[src/rtl/wlk_pkg.sv]
package wlk_pkg;

   typedef enum logic [1:0] {
      ST_IDLE,
      ST_RD,
      ST_WAIT,
      ST_DONE
   } wlk_state_e;

   typedef enum logic [1:0] {
      ACT_NEXT,
      ACT_LEAF,
      ACT_FAULT
   } wlk_act_e;

   localparam logic [2:0] FC_NONE   = 3'd0;
   localparam logic [2:0] FC_XLAT   = 3'd1;
   localparam logic [2:0] FC_PERM   = 3'd4;
   localparam logic [2:0] FC_SECURE = 3'd5;
   localparam logic [2:0] FC_ABORT  = 3'd6;

   localparam logic [1:0] LVL_ROOT = 2'd1;
   localparam logic [1:0] LVL_LAST = 2'd3;

   typedef struct packed {
      logic [1:0] ap;
      logic       af;
      logic [1:0] sh;
      logic [1:0] aidx;
      logic [1:0] xn;
      logic       contig;
   } wlk_attr_t;

endpackage

[src/rtl/wlk_addr_gen.sv]
module wlk_addr_gen #(
   parameter int VA_W  = 32,
   parameter int PA_W  = 40,
   parameter int GRAN  = 12,
   parameter int IDX_W = 9,
   parameter int TOP_W = 2
) (
   input  logic [1:0]         lvl,
   input  logic [PA_W-1:0]    root,
   input  logic [PA_W-1:GRAN] nxt_base,
   input  logic [VA_W-1:0]    va,
   output logic [PA_W-1:0]    addr
);
   import wlk_pkg::*;

   localparam int ENT_LG = 3;
   localparam int MID_LO = GRAN + IDX_W;

   logic [TOP_W-1:0] idx_top;
   logic [IDX_W-1:0] idx_mid;
   logic [IDX_W-1:0] idx_low;

   assign idx_top = va[VA_W-1 -: TOP_W];
   assign idx_mid = va[MID_LO +: IDX_W];
   assign idx_low = va[GRAN +: IDX_W];

   always_comb begin
      if (lvl == LVL_ROOT)
         addr = {root[PA_W-1:TOP_W+ENT_LG], idx_top, {ENT_LG{1'b0}}};
      else if (lvl == LVL_LAST)
         addr = {nxt_base, idx_low, {ENT_LG{1'b0}}};
      else
         addr = {nxt_base, idx_mid, {ENT_LG{1'b0}}};
   end
endmodule

[src/rtl/wlk_desc_dec.sv]
module wlk_desc_dec #(
   parameter int VA_W       = 32,
   parameter int PA_W       = 40,
   parameter int GRAN       = 12,
   parameter int IDX_W      = 9,
   parameter int DESC_W     = 64,
   parameter bit ENFORCE_NS = 1'b1
) (
   input  logic [DESC_W-1:0]     desc,
   input  logic [1:0]            lvl,
   input  logic [VA_W-1:0]       va,
   input  logic                  wr,
   input  logic                  bus_err,
   output wlk_pkg::wlk_act_e     act,
   output logic [2:0]            code,
   output logic [PA_W-1:0]       pa,
   output wlk_pkg::wlk_attr_t    attr,
   output logic [PA_W-1:GRAN]    nxt_base
);
   import wlk_pkg::*;

   localparam int BLK_LG = GRAN + IDX_W;

   logic ns_tbl_ok;
   logic ns_leaf_ok;
   logic [PA_W-1:0] blk_pa;
   logic [PA_W-1:0] page_pa;

   generate
      if (ENFORCE_NS) begin : g_ns_on
         assign ns_tbl_ok  = desc[DESC_W-1];
         assign ns_leaf_ok = desc[5];
      end else begin : g_ns_off
         assign ns_tbl_ok  = 1'b1;
         assign ns_leaf_ok = 1'b1;
      end
   endgenerate

   assign blk_pa   = {desc[PA_W-1:BLK_LG], va[BLK_LG-1:0]};
   assign page_pa  = {desc[PA_W-1:GRAN], va[GRAN-1:0]};
   assign nxt_base = desc[PA_W-1:GRAN];

   always_comb begin
      act  = ACT_FAULT;
      code = FC_XLAT;
      pa   = '0;
      attr = '0;
      if (bus_err) begin
         code = FC_ABORT;
      end else if (!desc[0]) begin
         code = FC_XLAT;
      end else if (lvl != LVL_LAST && desc[1]) begin
         if (!ns_tbl_ok) code = FC_SECURE;
         else begin
            act  = ACT_NEXT;
            code = FC_NONE;
         end
      end else if (lvl == LVL_ROOT || (lvl == LVL_LAST && !desc[1])) begin
         code = FC_XLAT;
      end else if (!ns_leaf_ok) begin
         code = FC_SECURE;
      end else if (wr && desc[7]) begin
         code = FC_PERM;
      end else begin
         act         = ACT_LEAF;
         code        = FC_NONE;
         pa          = (lvl == LVL_LAST) ? page_pa : blk_pa;
         attr.ap     = desc[7:6];
         attr.af     = desc[10];
         attr.sh     = desc[9:8];
         attr.aidx   = desc[3:2];
         attr.xn     = desc[54:53];
         attr.contig = desc[52];
      end
   end
endmodule

[src/rtl/wlk_table_walker.sv]
module wlk_table_walker #(
   parameter int VA_W       = 32,
   parameter int PA_W       = 40,
   parameter int GRAN       = 12,
   parameter int IDX_W      = 9,
   parameter int TOP_W      = 2,
   parameter int DESC_W     = 64,
   parameter bit ENFORCE_NS = 1'b1
) (
   input  logic              clk,
   input  logic              rst_n,
   input  logic              req_valid,
   output logic              req_ready,
   input  logic [VA_W-1:0]   req_va,
   input  logic              req_write,
   input  logic [PA_W-1:0]   tbl_base,
   output logic              mem_req_valid,
   input  logic              mem_req_ready,
   output logic [PA_W-1:0]   mem_req_addr,
   input  logic              mem_rsp_valid,
   input  logic [DESC_W-1:0] mem_rsp_data,
   input  logic              mem_rsp_err,
   output logic              rsp_valid,
   output logic              rsp_fault,
   output logic [2:0]        rsp_fault_code,
   output logic [1:0]        rsp_fault_lvl,
   output logic [PA_W-1:0]   rsp_pa,
   output logic [1:0]        rsp_ap,
   output logic              rsp_af,
   output logic [1:0]        rsp_sh,
   output logic [1:0]        rsp_attr_idx,
   output logic [1:0]        rsp_xn,
   output logic              rsp_contig
);
   import wlk_pkg::*;

   localparam int VA_SUM = GRAN + 2 * IDX_W + TOP_W;

   generate
      if (VA_SUM != VA_W) begin : g_bad_split
         $error("walker: VA_W must equal GRAN + 2*IDX_W + TOP_W");
      end
      if (IDX_W + 3 != GRAN) begin : g_bad_table
         $error("walker: a table of 64-bit entries must fill one granule");
      end
      if (DESC_W != 64 || PA_W > 48) begin : g_bad_desc
         $error("walker: descriptors are 64 bits and hold at most 48 address bits");
      end
   endgenerate

   wlk_state_e          state_q;
   logic [1:0]          lvl_q;
   logic [VA_W-1:0]     va_q;
   logic                wr_q;
   logic [PA_W-1:0]     root_q;
   logic [PA_W-1:GRAN]  base_q;
   logic [PA_W-1:0]     pa_q;
   logic [2:0]          code_q;
   logic [1:0]          flvl_q;
   wlk_attr_t           attr_q;

   wlk_act_e            dec_act;
   logic [2:0]          dec_code;
   logic [PA_W-1:0]     dec_pa;
   wlk_attr_t           dec_attr;
   logic [PA_W-1:GRAN]  dec_base;

   wlk_addr_gen #(
      .VA_W(VA_W), .PA_W(PA_W), .GRAN(GRAN), .IDX_W(IDX_W), .TOP_W(TOP_W)
   ) u_addr (
      .lvl(lvl_q), .root(root_q), .nxt_base(base_q), .va(va_q), .addr(mem_req_addr)
   );

   wlk_desc_dec #(
      .VA_W(VA_W), .PA_W(PA_W), .GRAN(GRAN), .IDX_W(IDX_W),
      .DESC_W(DESC_W), .ENFORCE_NS(ENFORCE_NS)
   ) u_dec (
      .desc(mem_rsp_data), .lvl(lvl_q), .va(va_q), .wr(wr_q), .bus_err(mem_rsp_err),
      .act(dec_act), .code(dec_code), .pa(dec_pa), .attr(dec_attr), .nxt_base(dec_base)
   );

   always_ff @(posedge clk or negedge rst_n) begin
      if (!rst_n) begin
         state_q <= ST_IDLE;
         lvl_q   <= LVL_ROOT;
         va_q    <= '0;
         wr_q    <= 1'b0;
         root_q  <= '0;
         base_q  <= '0;
         pa_q    <= '0;
         code_q  <= FC_NONE;
         flvl_q  <= '0;
         attr_q  <= '0;
      end else begin
         case (state_q)
            ST_IDLE: if (req_valid) begin
               va_q    <= req_va;
               wr_q    <= req_write;
               root_q  <= tbl_base;
               lvl_q   <= LVL_ROOT;
               state_q <= ST_RD;
            end
            ST_RD: if (mem_req_ready) state_q <= ST_WAIT;
            ST_WAIT: if (mem_rsp_valid) begin
               case (dec_act)
                  ACT_NEXT: begin
                     lvl_q   <= lvl_q + 2'd1;
                     base_q  <= dec_base;
                     state_q <= ST_RD;
                  end
                  ACT_LEAF: begin
                     pa_q    <= dec_pa;
                     attr_q  <= dec_attr;
                     code_q  <= FC_NONE;
                     flvl_q  <= '0;
                     state_q <= ST_DONE;
                  end
                  default: begin
                     pa_q    <= '0;
                     attr_q  <= '0;
                     code_q  <= dec_code;
                     flvl_q  <= lvl_q;
                     state_q <= ST_DONE;
                  end
               endcase
            end
            default: state_q <= ST_IDLE;
         endcase
      end
   end

   assign req_ready      = (state_q == ST_IDLE);
   assign mem_req_valid  = (state_q == ST_RD);
   assign rsp_valid      = (state_q == ST_DONE);
   assign rsp_fault      = (code_q != FC_NONE);
   assign rsp_fault_code = code_q;
   assign rsp_fault_lvl  = flvl_q;
   assign rsp_pa         = pa_q;
   assign rsp_ap         = attr_q.ap;
   assign rsp_af         = attr_q.af;
   assign rsp_sh         = attr_q.sh;
   assign rsp_attr_idx   = attr_q.aidx;
   assign rsp_xn         = attr_q.xn;
   assign rsp_contig     = attr_q.contig;
endmodule

[config.mk]
export PLATFORM = sky130hd
export DESIGN_NAME = wlk_table_walker
export DESIGN_NICKNAME = d
export VERILOG_FILES = /design/src/rtl/wlk_pkg.sv /design/src/rtl/wlk_addr_gen.sv /design/src/rtl/wlk_desc_dec.sv /design/src/rtl/wlk_table_walker.sv
export SDC_FILE = /design/constraint.sdc
export NUM_CORES = 1
export LEC_CHECK = 0
export BUFFER_PORTS_ARGS = -buffer_cell sky130_fd_sc_hd__clkbuf_2
export CAP_MARGIN = 10
export CORE_UTILIZATION = 50
export DETAILED_ROUTE_END_ITERATION = 10
export GPL_TIMING_DRIVEN = 0
export PLACE_DENSITY = 0.88
export SYNTH_ARGS = -nofsm -noshare
export SYNTH_HDL_FRONTEND = slang
export SYNTH_SLANG_ARGS = --single-unit
[constraint.sdc]
create_clock -name clk -period 2.6 [get_ports clk]
set_input_delay 0 -clock clk [delete_from_list [all_inputs] [get_ports clk]]
set_output_delay 0 -clock clk [all_outputs]
set_load 0.005 [all_outputs]
Word level (Yosys, flattened, before mapping)
Index checks and enable logic that the tools add are counted.
{"block": "word_totals", "latch_bits": 0, "romBits": 0, "register_bits": 160, "ram_bits": 0, "n_memories": 0}
{"block": "classes", "n_reduce_logical": 14, "n_eq_ne": 11, "add_sub_neg": 1, "n_mux": 41, "bitwise": 1, "magnitude_cmp": 0, "shift": 0, "n_div": 0, "mul": 0}
{"operator": "$mux W40", "count": 7}
{"operator": "$pmux W40 S2", "count": 1}
{"operator": "$mux W10", "count": 6}
{"operator": "$mux W2", "count": 13}
{"operator": "$mux W21", "count": 1}
{"operator": "$mux W3", "count": 7}
{"operator": "$pmux W10 S2", "count": 1}
{"operator": "$mux W12", "count": 1}
{"operator": "$reduce_and A3 Y1", "count": 3}
{"operator": "$ne A2 B2 Y1 const B", "count": 4}
{"operator": "$pmux W2 S2", "count": 2}
{"operator": "$eq A2 B1 Y1 const B", "count": 3}
{"operator": "$eq A2 B2 Y1 const B", "count": 3}
{"operator": "$pmux W2 S3", "count": 1}
{"operator": "$pmux W3 S2", "count": 1}
{"operator": "$logic_not A2 Y1", "count": 2}
{"operator": "$reduce_and A4 Y1", "count": 1}
{"operator": "$logic_and A1 B1 Y1", "count": 3}
{"operator": "$reduce_bool A3 Y1", "count": 1}
{"operator": "$add A2 B1 Y2 const B", "count": 1}
{"operator": "$ne A2 B1 Y1 const B", "count": 1}
{"operator": "$reduce_and A2 Y1", "count": 1}
{"operator": "$reduce_bool A2 Y1", "count": 1}
{"operator": "$logic_not A1 Y1", "count": 1}
{"operator": "other kinds (2)", "count": 2}

Longest topological paths before layout
{"block": "depth", "depth_word": 11, "mapped_depth": 8, "mapped_depth_nobuf": 6}

By module
From an unflattened synthesis, not the netlist that was laid out.
{"block": "unflattened", "cells_unflattened": 704, "area_unflattened_um2": 8373.0}
{"mod": "wlk_table_walker", "area_each_um2": 6521.3, "n_inst": 1, "cells_each": 478}
{"mod": "wlk_desc_dec", "area_each_um2": 1171.1, "n_inst": 1, "cells_each": 160}
{"mod": "wlk_addr_gen", "area_each_um2": 680.7, "n_inst": 1, "cells_each": 66}

Worst setup path before layout
OpenSTA, ideal clock, no wires.
{"block": "synth_timing", "path_kind": "register -> register", "from": "register lvl_q[0]", "to": "register base_q[18] (netlist bit)", "path_slack_ns": 0.690, "required_ns": 2.475, "synth_period_minus_slack_ns": 1.910, "t_arrival_ns": 1.785, "path_buffers": 1, "stages_incl_launch_ff": 7, "path_cell_list": "dfstp_2 > ha_1 > and3b_1 > and3_2 > nand2_4 > buf_6 > mux2_4"}
{"block": "synth_between", "elab_chain_len": 9, "elab_cells_between_ends": 12, "classes_between": "eq/ne: 3; mux: 4; reduce/logical: 5"}
{"element": "start, declared", "line": "wlk_table_walker.sv:52", "text": "logic [1:0] lvl_q;"}
{"element": "start signal, assigned", "line": "wlk_table_walker.sv:107", "text": "lvl_q <= lvl_q + 2'd1;"}
{"element": "$eq A2 B2 Y1", "line": "wlk_desc_dec.sv:58", "text": "end else if (lvl == LVL_ROOT || (lvl == LVL_LAST && !desc[1])) begin"}
{"element": "$logic_and A1 B1 Y1", "line": "wlk_desc_dec.sv:58"}
{"element": "$logic_or A1 B1 Y1", "line": "wlk_desc_dec.sv:58"}
{"element": "$mux W2", "line": "wlk_desc_dec.sv:58"}
{"element": "$mux W2 (*)", "line": "wlk_desc_dec.sv:52", "text": "end else if (lvl != LVL_LAST && desc[1]) begin"}
{"element": "$mux W2 (*)", "line": "wlk_desc_dec.sv:50", "text": "end else if (!desc[0]) begin"}
{"element": "$mux W2 (*)", "line": "wlk_desc_dec.sv:48", "text": "if (bus_err) begin"}
{"element": "$logic_not A2 Y1 (*)", "line": "wlk_table_walker.sv:105", "text": "case (dec_act)"}
{"element": "$reduce_and A3 Y1 (no source line) (*)"}
{"element": "end signal, assigned", "line": "wlk_table_walker.sv:108", "text": "base_q <= dec_base;"}
{"element": "end, declared", "line": "wlk_table_walker.sv:56", "text": "logic [PA_W-1:GRAN] base_q;"}
Mark *: on every way between the ends. The rest lies on a longest branch, timed or not.
A chain may end at the register's enable or synchronous reset.

Worst setup path in the final report
{"block": "layout_timing", "from": "register lvl_q[0]", "to": "register attr_q (netlist bit rsp_ap[1])"}
{"block": "layout_between", "elab_chain_len": 10, "elab_cells_between_ends": 19, "classes_between": "eq/ne: 4; mux: 9; bitwise: 1; reduce/logical: 5"}
{"element": "branches (longest 10 deep; another with $pmux W10 S2)"}
{"element": "end signal, assigned", "line": "wlk_table_walker.sv:113", "text": "attr_q <= dec_attr;"}
{"element": "end, declared", "line": "wlk_table_walker.sv:60", "text": "wlk_attr_t attr_q;"}
Parallel ways; which one is timed is not known.

==> results_dict.tcl <==
set metrics [dict create \
    worstMarginPinSlew_ps 662.6 \
    cp_slowest_cell "dfstp_2" \
    post-place-ws_ps 274.6 \
    dp_hpwl_um 12130 \
    critPathRequiredTime_ps 2890 \
    clockBufferDepth 2 \
    grt_pass1_wl_um 31500 \
    cp-startpoint "lvl_q[0]" \
    start_util 0.5101 \
    drt_iter0_markers 364 \
    yosysSeqAreaShare 0.5766 \
    p_switching_w 0.003229 \
    cts_tree "yes" \
    reg2reg_from "lvl_q[0]" \
    num-fill-cells 779 \
    synth_simple_gate_area_share 0.04072 \
    cpLargestDelayFamily "buffers and inverters" \
    cpPeakStageDelay_ps 580 \
    first_global_vias 5891 \
    io_pins 242 \
    min_period_ps 2557 \
    fin_util 0.7415 \
    fin_nets 953 \
    fp.dieH_um 118.0 \
    via_per_inst 5.402 \
    p_int_w 0.006887 \
    leakagePower_nw 4.918 \
    yosysWarnings 0 \
    synth.distinct_cells 45 \
    track_usage 0.2979 \
    htreeDepth 4 \
    drt_first_pass_iters 5 \
    hold_viol_final 0 \
    die_area_sq_mm 0.01393 \
    die_w_um 118.0 \
    cap_viol_max_count 0 \
    setup_viol 0 \
    synthXorXnorAreaFrac 0.001302 \
    grt_overflow 0 \
    synth_seq_cells 155 \
    numClockSinks 155 \
    power_frac_seq 0.373 \
    wirelength_um 19920 \
    avgRoutedWirePerCell_um 20.04 \
    rsz0062_at_grt "true" \
    synth_compound_area_frac 0.08200 \
    skew_ps 7.226 \
    pwr-share-clk 0.238 \
    netlist_area_sq_mm 0.006729 \
    critical_path_class "flop to flop" \
    antenna_found_initial 1 \
    crit_fanout 10 \
    rows 42 \
    status "finished clean" \
    synth-main-ff-cell "dfrtp_1" \
    slew_viol_final 0 \
    cts_root_buffer "clkbuf_16" \
    powerDensity_mw_per_mm2 1034 \
    numPortBuffers 211 \
    crit_path_start_kind "flop" \
    vdd.ir_drop.worst_v 0.0006670 \
    drt.antenna.violating_nets 0 \
    syn_avg_cell_area_sq_um 14.66 \
    worstSetupEndpointType "flop" \
    arrival_ps 2850 \
    numCtsBuffers 17 \
    synth_top_family_by_area "multiplexers" \
    grt_max_degree 81 \
    synthCells 459 \
    core_area_sq_mm 0.01319 \
    switching_share 0.3192 \
    synthMuxAreaShare 0.2598 \
    share_comb_of_total_power 0.390 \
    crit_buf_inv 4 \
    place.gp.congestion 0.8198 \
    path_cells "ha_2 -> and3b_1 -> a21o_1 -> buf_6 -> buf_6 -> clkbuf_4 -> nand2_1 -> o31ai_2 -> dlygate4sd3_1" \
    synth_enable_flop_cells 0 \
    num_vias 5370 \
    hold_path.class "input pin to async pin" \
    drc 0 \
    crit_top_cell "buf_6" \
    max_clock_freq_mhz 391.0 \
    clk_pin_slew_ps 60 \
    worst_slack_ps 42.75 \
    post-route-period-util 0.9836 \
    synth_fa_ha_area_frac 0.003719 \
    synthArstFlopShare 1.000 \
    clk_latency_ps 420 \
    slew-limit-headroom 0.5583 \
    drive_gt1_frac 0.4920 \
    syn_to_final_growth_pct 45.35 \
]
[path summary, 6_finish.rpt]
path | end | slack, ps | depth (start not counted)
worst max-delay path | rsp_ap[1] | 40 | 9
min in group clk | rsp_fault_code[2] | 200 | 4
worst min register to register | rsp_pa[3] | 490 | 1
worst max register to register | rsp_ap[1] | 40 | 9
max in group asynchronous | va_q[4] | 1640 | 3
worst min-delay path | state_q[1] | 170 | 2
[flip-flops by register name, indices dropped and copies added, names as in the netlist]
name,count
base_q,28
rsp_ap,2
rsp_fault_code,3
rsp_xn,2
rsp_contig,1
rsp_attr_idx,2
rsp_sh,2
root_q,35
va_q,32
state_q,2
rsp_fault_lvl,2
wr_q,1
lvl_q,2
rsp_af,1
rsp_pa,40
[worst reg2reg max path: cells and delay by family (launching register included)]
kind	cells	cell delay [ps]
buffers and inverters	4	1040
DFF	1	580
and+or+nand+nor	2	340
AOI/OAI and AO/OA	2	260
adders and majority gates	1	220
[power groups by stage]
stage | Clock [W] | Combinational, W | Sequential, W
5_1_grt | 0.00253 | 0.00422 | 0.00385
3_5_place_dp | 0 | 0.00365 | 0.00376
6_report | 0.00240 | 0.00394 | 0.00377
4_1_cts | 0.00243 | 0.00383 | 0.00372
2_1_floorplan | 0 | 0.00243 | 0.00356
3_3_place_gp | 0 | 0.00352 | 0.00368
[repair_timing]
item,CTS,global route
hold buffers,115,0
endpoints found under the hold margin,216,0
gates resized for setup,1,4
setup endpoints to repair,17,4
buffers inserted,0,1
[stage by stage]
step           setup TNS [ps]  cells  hold slack [ps]  power [W]  instance area, sq um
2_1_floorplan               0    461           -295.6   0.005987                  6736
3_3_place_gp          -138270    848            227.8   0.007199                  8013
3_5_place_dp                0    849            53.81   0.007412                  8049
4_1_cts                     0    992            110.9   0.009981                  9764
5_1_grt                -45.20    994            184.2    0.01060                  9781
6_report                    0    994            165.5    0.01012                  9781
[logic make-up after synthesis]
group | Yosys count
DFF | 155
xor gates and xnor gates | 1
adders and majority gates | 2
other | 1
and+or+nand+nor | 48
muxes | 144
buffers and inverters | 35
AOI/OAI and AO/OA | 73
[routing by layer]
metal	share of wire	track usage	up-vias
met2	0.52	0.5254	266
met4	0.033	0.1362	0
met3	0.051	0.06202	61
met5	0	0	-
li1	-	-	2357
met1	0.40	0.3472	2686
[cell usage after synthesis (2+ instances only)]
cell	number	area [sq um]
nand2b_1	2	12.51
nand3b_1	2	15.01
nor2_1	5	18.77
dfrtp_1	154	3854
nand2_1	20	75.07
and2b_1	2	15.01
o21ai_0	11	55.05
buf_6	9	101.4
inv_1	4	15.01
mux2_2	84	945.9
buf_4	8	60.06
a22o_1	43	376.6
a311oi_1	2	17.52
ha_1	2	25.02
o22ai_1	2	12.51
nand3_1	2	10.01
a21oi_1	3	15.01
buf_2	7	35.03
o21ai_1	8	40.04
mux2i_1	19	190.2
mux2_4	40	600.6
nor3b_1	2	15.01
clkbuf_1	5	18.77
buf_1	2	7.510
[placed cells by master, fill, tap and decap left out, types with 3 or more instances in the layout]
cell type / n
nor2_1: 5
clkbuf_16: 17
clkbuf_8: 4
o21ai_0: 11
mux2i_1: 19
a22o_1: 43
buf_2: 7
clkbuf_2: 211
a21oi_1: 3
buf_6: 9
o21ai_1: 8
dlygate4sd3_1: 115
mux2_2: 84
nand2_1: 20
mux2_4: 40
buf_4: 9
inv_1: 4
conb_1: 3
dfrtp_1: 154
clkinv_2: 4
clkbuf_1: 4
[cell type report]
| type | count | area [sq um] | area share |
|---|---|---|---|
| sequential | 155 | 3880 | 0.3967 |
| timing repair buffer | 328 | 2251 | 0.2301 |
| inverter | 4 | 15.01 | 0.001535 |
| antenna | 1 | 2.502 | 0.0002559 |
| clock buffer | 20 | 466.7 | 0.04772 |
| tap | 176 | 220.2 | 0.02252 |
| buffer | 31 | 227.7 | 0.02328 |
| clock inverter | 8 | 96.34 | 0.009850 |
| multi-input combinational | 271 | 2621 | 0.2680 |
Note: power is estimated with default switching activity, not from simulation.
